===== src/rtl/adc_trig_pkg.sv =====
package adc_trig_pkg;
  typedef enum logic {
    TRIG_FREE = 1'b0,
    TRIG_SYNC = 1'b1
  } trig_mode_e;
endpackage


===== src/rtl/adc_trig_free_gen.sv =====
module adc_trig_free_gen #(
  parameter int CNT_W = 16
) (
  input  logic             clk,
  input  logic             rst_n,
  input  logic             run,
  input  logic [CNT_W-1:0] period_val,
  output logic             fire
);
  localparam logic [CNT_W-1:0] ONE = CNT_W'(1);

  logic [CNT_W-1:0] cnt_q;
  logic [CNT_W-1:0] per_eff;

  always_comb begin
    per_eff = (period_val == '0) ? ONE : period_val;
    fire    = run && (cnt_q >= per_eff);
  end

  always_ff @(posedge clk or negedge rst_n) begin
    if (!rst_n)      cnt_q <= '0;
    else if (!run)   cnt_q <= '0;
    else if (fire)   cnt_q <= '0;
    else             cnt_q <= cnt_q + ONE;
  end


  single_fire_chk: assert property (@(posedge clk) disable iff (!rst_n)
    fire |=> !fire);

  free_hold_chk: assert property (@(posedge clk) disable iff (!rst_n)
    !run |=> (cnt_q == '0));
endmodule


===== src/rtl/adc_trig_sync_gen.sv =====
module adc_trig_sync_gen #(
  parameter int CNT_W = 16
) (
  input  logic             clk,
  input  logic             rst_n,
  input  logic             run,
  input  logic             sync_in,
  input  logic [CNT_W-1:0] delay_val,
  output logic             fire
);
  localparam int CW1 = CNT_W + 1;

  logic             busy_q;
  logic [CNT_W-1:0] cnt_q;
  logic [CW1-1:0]   cnt_nx;
  logic             reached;

  always_comb begin
    cnt_nx  = {1'b0, cnt_q} + CW1'(1);
    reached = busy_q && (cnt_nx >= {1'b0, delay_val});
    fire    = run && (sync_in ? (delay_val == '0) : reached);
  end

  always_ff @(posedge clk or negedge rst_n) begin
    if (!rst_n) begin
      busy_q <= 1'b0;
      cnt_q  <= '0;
    end else if (!run) begin
      busy_q <= 1'b0;
      cnt_q  <= '0;
    end else if (sync_in) begin
      busy_q <= (delay_val != '0);
      cnt_q  <= '0;
    end else if (reached) begin
      busy_q <= 1'b0;
      cnt_q  <= '0;
    end else if (busy_q) begin
      cnt_q  <= cnt_nx[CNT_W-1:0];
    end
  end


  restart_chk: assert property (@(posedge clk) disable iff (!rst_n)
    (run && sync_in) |=> (cnt_q == '0));

  sync_hold_chk: assert property (@(posedge clk) disable iff (!rst_n)
    !run |=> (!busy_q && cnt_q == '0));

  no_idle_fire_chk: assert property (@(posedge clk) disable iff (!rst_n)
    (run && !busy_q && !sync_in) |-> !fire);
endmodule


===== src/rtl/adc_trig_pulse_out.sv =====
module adc_trig_pulse_out (
  input  logic clk,
  input  logic rst_n,
  input  logic sel_sync,
  input  logic free_fire,
  input  logic sync_fire,
  output logic pulse
);
  always_ff @(posedge clk or negedge rst_n) begin
    if (!rst_n) pulse <= 1'b0;
    else        pulse <= sel_sync ? sync_fire : free_fire;
  end
endmodule


===== src/rtl/adc_trig_delay_timer.sv =====
module adc_trig_delay_timer
  import adc_trig_pkg::*;
#(
  parameter int CNT_W = 16
) (
  input  logic             clk,
  input  logic             rst_n,
  input  logic             tmr_en,
  input  logic             mode_sel,
  input  logic [CNT_W-1:0] period_val,
  input  logic [CNT_W-1:0] delay_val,
  input  logic             pwm_sync,
  output logic             adc_start
);
  trig_mode_e mode;
  logic       run_free, run_sync;
  logic       free_fire, sync_fire;

  always_comb begin
    mode     = trig_mode_e'(mode_sel);
    run_free = tmr_en && (mode == TRIG_FREE);
    run_sync = tmr_en && (mode == TRIG_SYNC);
  end

  adc_trig_free_gen #(.CNT_W(CNT_W)) u_free (
    .clk(clk), .rst_n(rst_n), .run(run_free),
    .period_val(period_val), .fire(free_fire)
  );

  adc_trig_sync_gen #(.CNT_W(CNT_W)) u_sync (
    .clk(clk), .rst_n(rst_n), .run(run_sync), .sync_in(pwm_sync),
    .delay_val(delay_val), .fire(sync_fire)
  );

  adc_trig_pulse_out u_out (
    .clk(clk), .rst_n(rst_n), .sel_sync(run_sync),
    .free_fire(free_fire), .sync_fire(sync_fire), .pulse(adc_start)
  );


  disabled_quiet_chk: assert property (@(posedge clk) disable iff (!rst_n)
    !tmr_en |=> !adc_start);

  zero_delay_chk: assert property (@(posedge clk) disable iff (!rst_n)
    (run_sync && pwm_sync && delay_val == '0) |=> adc_start);

  free_ignores_sync_chk: assert property (@(posedge clk) disable iff (!rst_n)
    run_free |-> !sync_fire);
endmodule


===== config.mk =====
export PLATFORM = sky130hd
export DESIGN_NAME = adc_trig_delay_timer
export DESIGN_NICKNAME = d
export VERILOG_FILES = /design/src/rtl/adc_trig_pkg.sv /design/src/rtl/adc_trig_free_gen.sv /design/src/rtl/adc_trig_sync_gen.sv /design/src/rtl/adc_trig_pulse_out.sv /design/src/rtl/adc_trig_delay_timer.sv
export SDC_FILE = /design/constraint.sdc
export NUM_CORES = 1
export LEC_CHECK = 0
export ABC_AREA = 1
export BUFFER_PORTS_ARGS = -buffer_cell sky130_fd_sc_hd__buf_4
export CORE_MARGIN = 5
export CORE_UTILIZATION = 50
export DETAILED_ROUTE_END_ITERATION = 7
export GPL_TIMING_DRIVEN = 0
export PLACE_DENSITY = 0.73
export SETUP_SLACK_MARGIN = 0.02
export SLEW_MARGIN = 20
export SYNTH_ARGS = -nofsm -noshare
export SYNTH_HDL_FRONTEND = slang
export SYNTH_SLANG_ARGS = --single-unit
export TNS_END_PERCENT = 50

===== constraint.sdc =====
create_clock -name clk -period 2.2 [get_ports clk]
set_input_delay 0.44 -clock clk [delete_from_list [all_inputs] [get_ports clk]]
set_output_delay 0.44 -clock clk [all_outputs]
set_load 0.02 [all_outputs]

==> results of run 1 <==
-- metrics by stage --
stage / util / TNS (ns)
5_1_grt: 0.653 / -11.54
2_1_floorplan: - / -2.54
3_3_place_gp: 0.585 / -13.63
4_1_cts: 0.623 / -7.08
3_5_place_dp: 0.585 / -14.37
6_report: 0.653 / -6.94
-- worst paths after layout --
| path | to | startpoint | slack, ns |
|---|---|---|---|
| max | u_sync.cnt_q[7]$_DFFE_PN0P_ | u_sync.cnt_q[0]$_DFFE_PN0P_ | -0.43 |
| min | u_sync.cnt_q[2]$_DFFE_PN0P_ | rst_n | 0.08 |
| max reg2reg | u_sync.cnt_q[7]$_DFFE_PN0P_ | u_sync.cnt_q[0]$_DFFE_PN0P_ | -0.43 |
| min reg2reg | u_free.cnt_q[0]$_DFF_PN0_ | u_free.cnt_q[0]$_DFF_PN0_ | 0.49 |
| max in group asynchronous | u_free.cnt_q[0]$_DFF_PN0_ | rst_n | 1.79 |
| min in group clk | u_free.cnt_q[1]$_DFF_PN0_ | mode_sel | 0.44 |
-- cell type report --
| cell class | instances | area share |
|---|---|---|
| multi-input combinational | 246 | 0.510 |
| sequential | 34 | 0.237 |
| timing repair buffer | 51 | 0.114 |
| inverter | 75 | 0.0783 |
| tap | 72 | 0.0251 |
| clock buffer | 7 | 0.0240 |
| buffer | 3 | 0.0101 |
| clock inverter | 1 | 0.00139 |
-- cell families after synthesis --
logic type,share of synthesized area
xor gates and xnor gates,0.0709
AOI/OAI and AO/OA,0.0960
adders and majority gates,0.150
muxes,0.00352
DFF,0.299
buffers and inverters,0.110
and+or+nand+nor,0.270
-- timing repair --
action	in CTS	in global routing
resized for setup	10	20
endpoints found under the hold margin	0	0
cloned	0	1
setup buffers	7	6
endpoints found under the setup margin	28	31
pin swaps	6	13
-- sequential cells by signal, summed over array words and instances, names as in the netlist --
| name | flops |
|---|---|
| u_free.cnt_q | 16 |
| u_out.pulse | 1 |
| u_sync.busy_q | 1 |
| u_sync.cnt_q | 16 |
-- critical path, stage by stage (launching register included) --
cell,delay (ns)
dfrtp_1,0.38
ha_2,0.19
nand2_2,0.06
inv_2,0.07
nand2_4,0.06
nor2_4,0.17
xor2_2,0.19
inv_1,0.08
ha_1,0.31
a21o_1,0.18
nor2_1,0.10
nand3_1,0.08
nand2_1,0.07
nand2_1,0.06
nand2_2,0.10
nand3_4,0.15
clkbuf_16,0.22
o22ai_2,0.08
-- report_power, final --
part	total, mW	switching (mW)	internal (mW)
registers	0.631	0.00260	0.628
logic	0.169	0.0895	0.0792
clock network	0.483	0.231	0.253
total	1.28	0.323	0.960
-- cell usage in the layout, fill, tap and decap left out, types with 3 or more instances in the layout --
cell type,netlist,layout
nor2_4,3,3
ha_1,34,31
o21ai_1,3,3
inv_1,68,67
inv_2,7,8
buf_4,1,47
dfrtp_1,34,34
buf_6,0,4
nand4_1,8,8
nand3_1,10,9
a21oi_1,14,11
nor2_1,35,29
nor4_1,10,7
xor2_1,19,15
nor3_1,4,3
o21ai_0,3,3
o22ai_2,9,10
xnor2_1,4,4
nor2_2,3,9
nor4_2,2,3
xor2_2,0,4
nor3_2,2,3
clkbuf_8,0,6
nand2_2,3,6
nand2_1,62,59
-- layer usage --
layer / track usage / up-vias / share of wire
li1: - / 1272 / -
met1: 0.240 / 1170 / 0.47
met2: 0.294 / 44 / 0.48
met3: 0.0272 / 9 / 0.035
met4: 0.0576 / 0 / 0.016
met5: 0 / - / 0
==> impl_metrics.env, run 1 <==
export IMPL_ys_warn_count=0
export IMPL_clock_fmax_mhz=381
export IMPL_seq_area_um2=851
export IMPL_leakage_nw=1.84
export IMPL_pre_cts_slack_ns=-0.594
export IMPL_multi_input_area_um2=1830
export IMPL_cts_hold_buf=0
export IMPL_synth_most_common_cell="inv_1"
export IMPL_clkTransAtPathRegs_ns=0.07
export IMPL_min_path_type="in2async"
export IMPL_pwr_density_cell_nw_per_um2=357
export IMPL_slew_limit_headroom=0.593
export IMPL_numCtsBuffers=5
export IMPL_htreeDepth=2
export IMPL_cts_tree="built"
export IMPL_antenna_found_initial=0
export IMPL_clkSinkCount=34
export IMPL_place_congestion=0.881
export IMPL_cp_max_fo=6
export IMPL_area_growth_pct=26.5
export IMPL_grt_usage=0.179
export IMPL_start_kind="flop"
export IMPL_synth_area_leaders="dfrtp_1 (30%), ha_1 (15%), inv_1 (9.0%)"
export IMPL_cp_end_kind="flop"
export IMPL_maxCapViolations=0
export IMPL_dpl_cell_area_um2=3220
export IMPL_fp_dieH_um=85.4
export IMPL_setup_viol=18
export IMPL_grt_setup_unrepaired="yes"
export IMPL_routed_via_count=2495
export IMPL_holdWs_ns=0.0828
export IMPL_hpwl_mm=4.93
export IMPL_syn_area_per_cell_um2=7.94
export IMPL_ys_ff_latch=34
export IMPL_dp_cells=467
export IMPL_worst_pin_slew_ns=0.605
export IMPL_netlist_top_cells_count="inv_1 (68), nand2_1 (62), nor2_1 (35), dfrtp_1 (34), ha_1 (34)"
export IMPL_finalCriticalPeriod_ns=2.63
export IMPL_initialDrtViolationCount=111
export IMPL_finalWirelength_mm=6.37
export IMPL_finalPower_mw=1.28
export IMPL_syn_num_nets=429
export IMPL_dieWidth_um=85.4
export IMPL_finalHoldViolCount=0
export IMPL_fin_area_um2=3600
export IMPL_firstDrtPassIters=4
export IMPL_synth_seq_area_share=0.299
export IMPL_drc=0
export IMPL_ys_types=38
export IMPL_synth_area_um2=2840
export IMPL_grt_pass1_vias=2453
export IMPL_drive_gt1_frac=0.297
export IMPL_grt_overflow=0
export IMPL_start_util=0.516
export IMPL_worst_slack_ns=-0.425
export IMPL_async_reset_ff_frac=1.00
export IMPL_vdd_drop_max_v=0.000217
export IMPL_crit_type="reg2reg"
export IMPL_outcome="finished with violations"
export IMPL_period_share=1.19
export IMPL_fillers=477
export IMPL_syn_inst=358
export IMPL_die_area_um2=7290
export IMPL_synth_top_area_cell="dfrtp_1"
export IMPL_fin_nets=487
export IMPL_fin_skew_ns=0.00744
export IMPL_n_antenna_cell=0
export IMPL_rr_worst_depth=17
export IMPL_clock_latency_ns=0.29
export IMPL_viasPerCell=5.10
export IMPL_ios=38
export IMPL_maxSlewViolCount=0
export IMPL_io_buffers=37
export IMPL_yosys_most_used_dff="dfrtp_1"
export IMPL_fin_cells=489
export IMPL_root_buffer="clkbuf_8"
export IMPL_cp_required_ns=2.41
export IMPL_drtAntennaViolNets=0
export IMPL_num_rows=27
export IMPL_grt_first_pass_wirelength_mm=10.6
export IMPL_cp_arrival_ns=2.84
export IMPL_grt_max_degree=35
export IMPL_synth_top_area_share=0.299
export IMPL_violations="setup timing"
export IMPL_synth_edf_count=0
export IMPL_routedWlPerCell_um=13.0
export IMPL_clock_path_buffers=2
export IMPL_core_area_um2=5510
Power figures use the tool's default switching activity.
==> inputs of run 2 (changes only) <==
Settings changed: CORE_ASPECT_RATIO from default to 0.75, GPL_TIMING_DRIVEN 0 to 1, MAX_ROUTING_LAYER from default to met4.
==> impl_metrics.env, run 2 (synthesis gave the netlist of run 1 again) <==
export IMPL_outcome="finished with violations"
export IMPL_violations="setup timing"
export IMPL_rr_endpoint="u_sync.cnt_q[0]$_DFFE_PN0P_"
export IMPL_fin_cells=532
export IMPL_hpwl_mm=5.49
export IMPL_clkTransAtPathRegs_ns=0.07
export IMPL_maxCapViolations=0
export IMPL_slew_limit_headroom=0.587
export IMPL_cts_tree="built"
export IMPL_grt_max_degree=35
export IMPL_start_kind="flop"
export IMPL_grt_setup_unrepaired="yes"
export IMPL_finalHoldViolCount=0
export IMPL_cp_arrival_ns=2.79
export IMPL_clock_latency_ns=0.29
export IMPL_pwr_density_cell_nw_per_um2=333
export IMPL_internal_power_mw=0.962
export IMPL_worst_pin_slew_ns=0.618
export IMPL_viasPerCell=4.98
export IMPL_firstDrtPassIters=4
export IMPL_cts_hold_buf=0
export IMPL_power_frac_seq=0.489
export IMPL_io_buffers=37
export IMPL_rr_startpoint="u_sync.cnt_q[1]$_DFFE_PN0P_"
export IMPL_fin_skew_ns=0.00788
export IMPL_dp_cells=511
export IMPL_reg_top3="u_free.cnt_q: 16 flops, u_sync.cnt_q: 16 flops"
export IMPL_htreeDepth=2
export IMPL_initialDrtViolationCount=126
export IMPL_root_buffer="clkbuf_8"
export IMPL_drc=0
export IMPL_min_path_type="in2async"
export IMPL_num_rows=23
export IMPL_place_congestion=0.829
export IMPL_grt_overflow=0
export IMPL_mostFrequentLayoutCells="buf_4 (92), inv_1 (68), nand2_1 (56)"
export IMPL_layout_commonest_cell="buf_4"
export IMPL_rr_worst_depth=17
export IMPL_finalWirelength_mm=7.39
export IMPL_grt_usage=0.212
export IMPL_antenna_found_initial=0
export IMPL_p_sw_mw=0.326
export IMPL_n_antenna_cell=0
export IMPL_clock_fmax_mhz=388
export IMPL_routed_via_count=2651
export IMPL_vdd_drop_max_v=0.000325
export IMPL_critPathLaunch="u_sync.cnt_q[1]$_DFFE_PN0P_"
export IMPL_fp_dieH_um=75.3
export IMPL_grt_first_pass_wirelength_mm=12.1
export IMPL_period_share=1.17
export IMPL_fillers=399
export IMPL_rrSetupSlack_ns=-0.38
export IMPL_start_util=0.523
export IMPL_leakage_nw=2.02
export IMPL_setup_viol=18
export IMPL_combPwrFrac=0.134
export IMPL_cp_end_kind="flop"
export IMPL_fin_nets=527
export IMPL_drtAntennaViolNets=0
export IMPL_utilization=0.712
export IMPL_core_area_um2=5440
export IMPL_grt_pass1_vias=2669
export IMPL_pwr_share_clk=0.376
export IMPL_cp_max_fo=8
export IMPL_crit_type="reg2reg"
export IMPL_worst_slack_ns=-0.381
export IMPL_drive_gt1_frac=0.352
export IMPL_clkSinkCount=34
export IMPL_area_growth_pct=36.2
export IMPL_dieWidth_um=97.1
export IMPL_numCtsBuffers=5
export IMPL_holdWs_ns=0.0897
export IMPL_routedWlPerCell_um=13.9
export IMPL_ios=38
export IMPL_die_area_um2=7310
export IMPL_finalCriticalPeriod_ns=2.58
export IMPL_swShare=0.253
export IMPL_maxSlewViolCount=0
export IMPL_cp_required_ns=2.41
export IMPL_clock_path_buffers=2
-- run 2: changes by cell type in the layout (fill, tap and decap cells not counted), sizes merged --
cell    delta
buf       +41
clkbuf     -1
-- run 2: how the worst max path moves through the flow --
stage                              endpoint  slack (ns)  depth (start not counted)
5_1_grt         u_sync.cnt_q[0]$_DFFE_PN0P_       -0.61                         17
3_5_place_dp    u_sync.cnt_q[5]$_DFFE_PN0P_       -0.48                         14
4_1_cts         u_sync.cnt_q[0]$_DFFE_PN0P_       -0.31                         17
2_1_floorplan  u_sync.cnt_q[11]$_DFFE_PN0P_       -0.20                         17
3_3_place_gp    u_sync.cnt_q[0]$_DFFE_PN0P_       -0.34                         16
6_report        u_sync.cnt_q[0]$_DFFE_PN0P_       -0.38                         17
-- run 2: repair_timing --
action                                  4_1_cts  5_1_grt
endpoints found under the setup margin       18       30
resized for setup                            14        9
setup buffers                                10        2
pin swaps                                    19        8
cloned                                        1        0
-- run 2: per-layer routing --
layer / global-route usage / part of all wire / vias up
met4: 0.0280 / 0.0049 / 0
met2: 0.369 / 0.50 / 32
met1: 0.272 / 0.46 / 1260
met5: - / 0 / -
li1: - / - / 1355
met3: 0.0375 / 0.040 / 4
-- run 2: layout make-up --
cell class                 count  area [um^2]  share of cell area
sequential                    34          851               0.220
timing repair buffer          94          738               0.191
clock buffer                   7         86.3              0.0223
tap                           75         93.8              0.0242
inverter                      75          282              0.0727
clock inverter                 1         5.00             0.00129
multi-input combinational    246         1820               0.469
-- run 2: metrics by stage --
step	area [um^2]	worst slack [ns]	power, mW	TNS, ns
after floorplan	2860	-0.197	0.709	-2.54
after global placement	3520	-0.338	0.797	-5.45
after detailed placement	3520	-0.478	0.803	-8.98
after CTS	3800	-0.313	1.29	-5.04
after global routing	3870	-0.607	1.35	-10.18
final	3870	-0.381	1.29	-6.25
-- run 2: power by group through the flow --
| stage | sequential (mW) | combinational (mW) | clock [mW] |
|---|---|---|---|
| detailed placement | 0.643 | 0.160 | 0 |
| global placement | 0.643 | 0.155 | 0 |
| global route | 0.631 | 0.196 | 0.525 |
| CTS | 0.631 | 0.169 | 0.493 |
| finish | 0.631 | 0.173 | 0.485 |
| floorplan | 0.643 | 0.0658 | 0 |
-- run 2: critical path: stages, from the launching register on --
cell     delay, ns
dfrtp_1       0.36
ha_2          0.20
nand2_2       0.06
inv_2         0.08
nand2_4       0.06
nor2_4        0.16
nand3_2       0.12
xor2_2        0.18
inv_1         0.09
ha_4          0.22
a21oi_2       0.11
nor2_1        0.06
nor3b_1       0.18
nand2_1       0.10
nand2_2       0.10
nand3_4       0.12
buf_12        0.19
mux2i_1       0.11
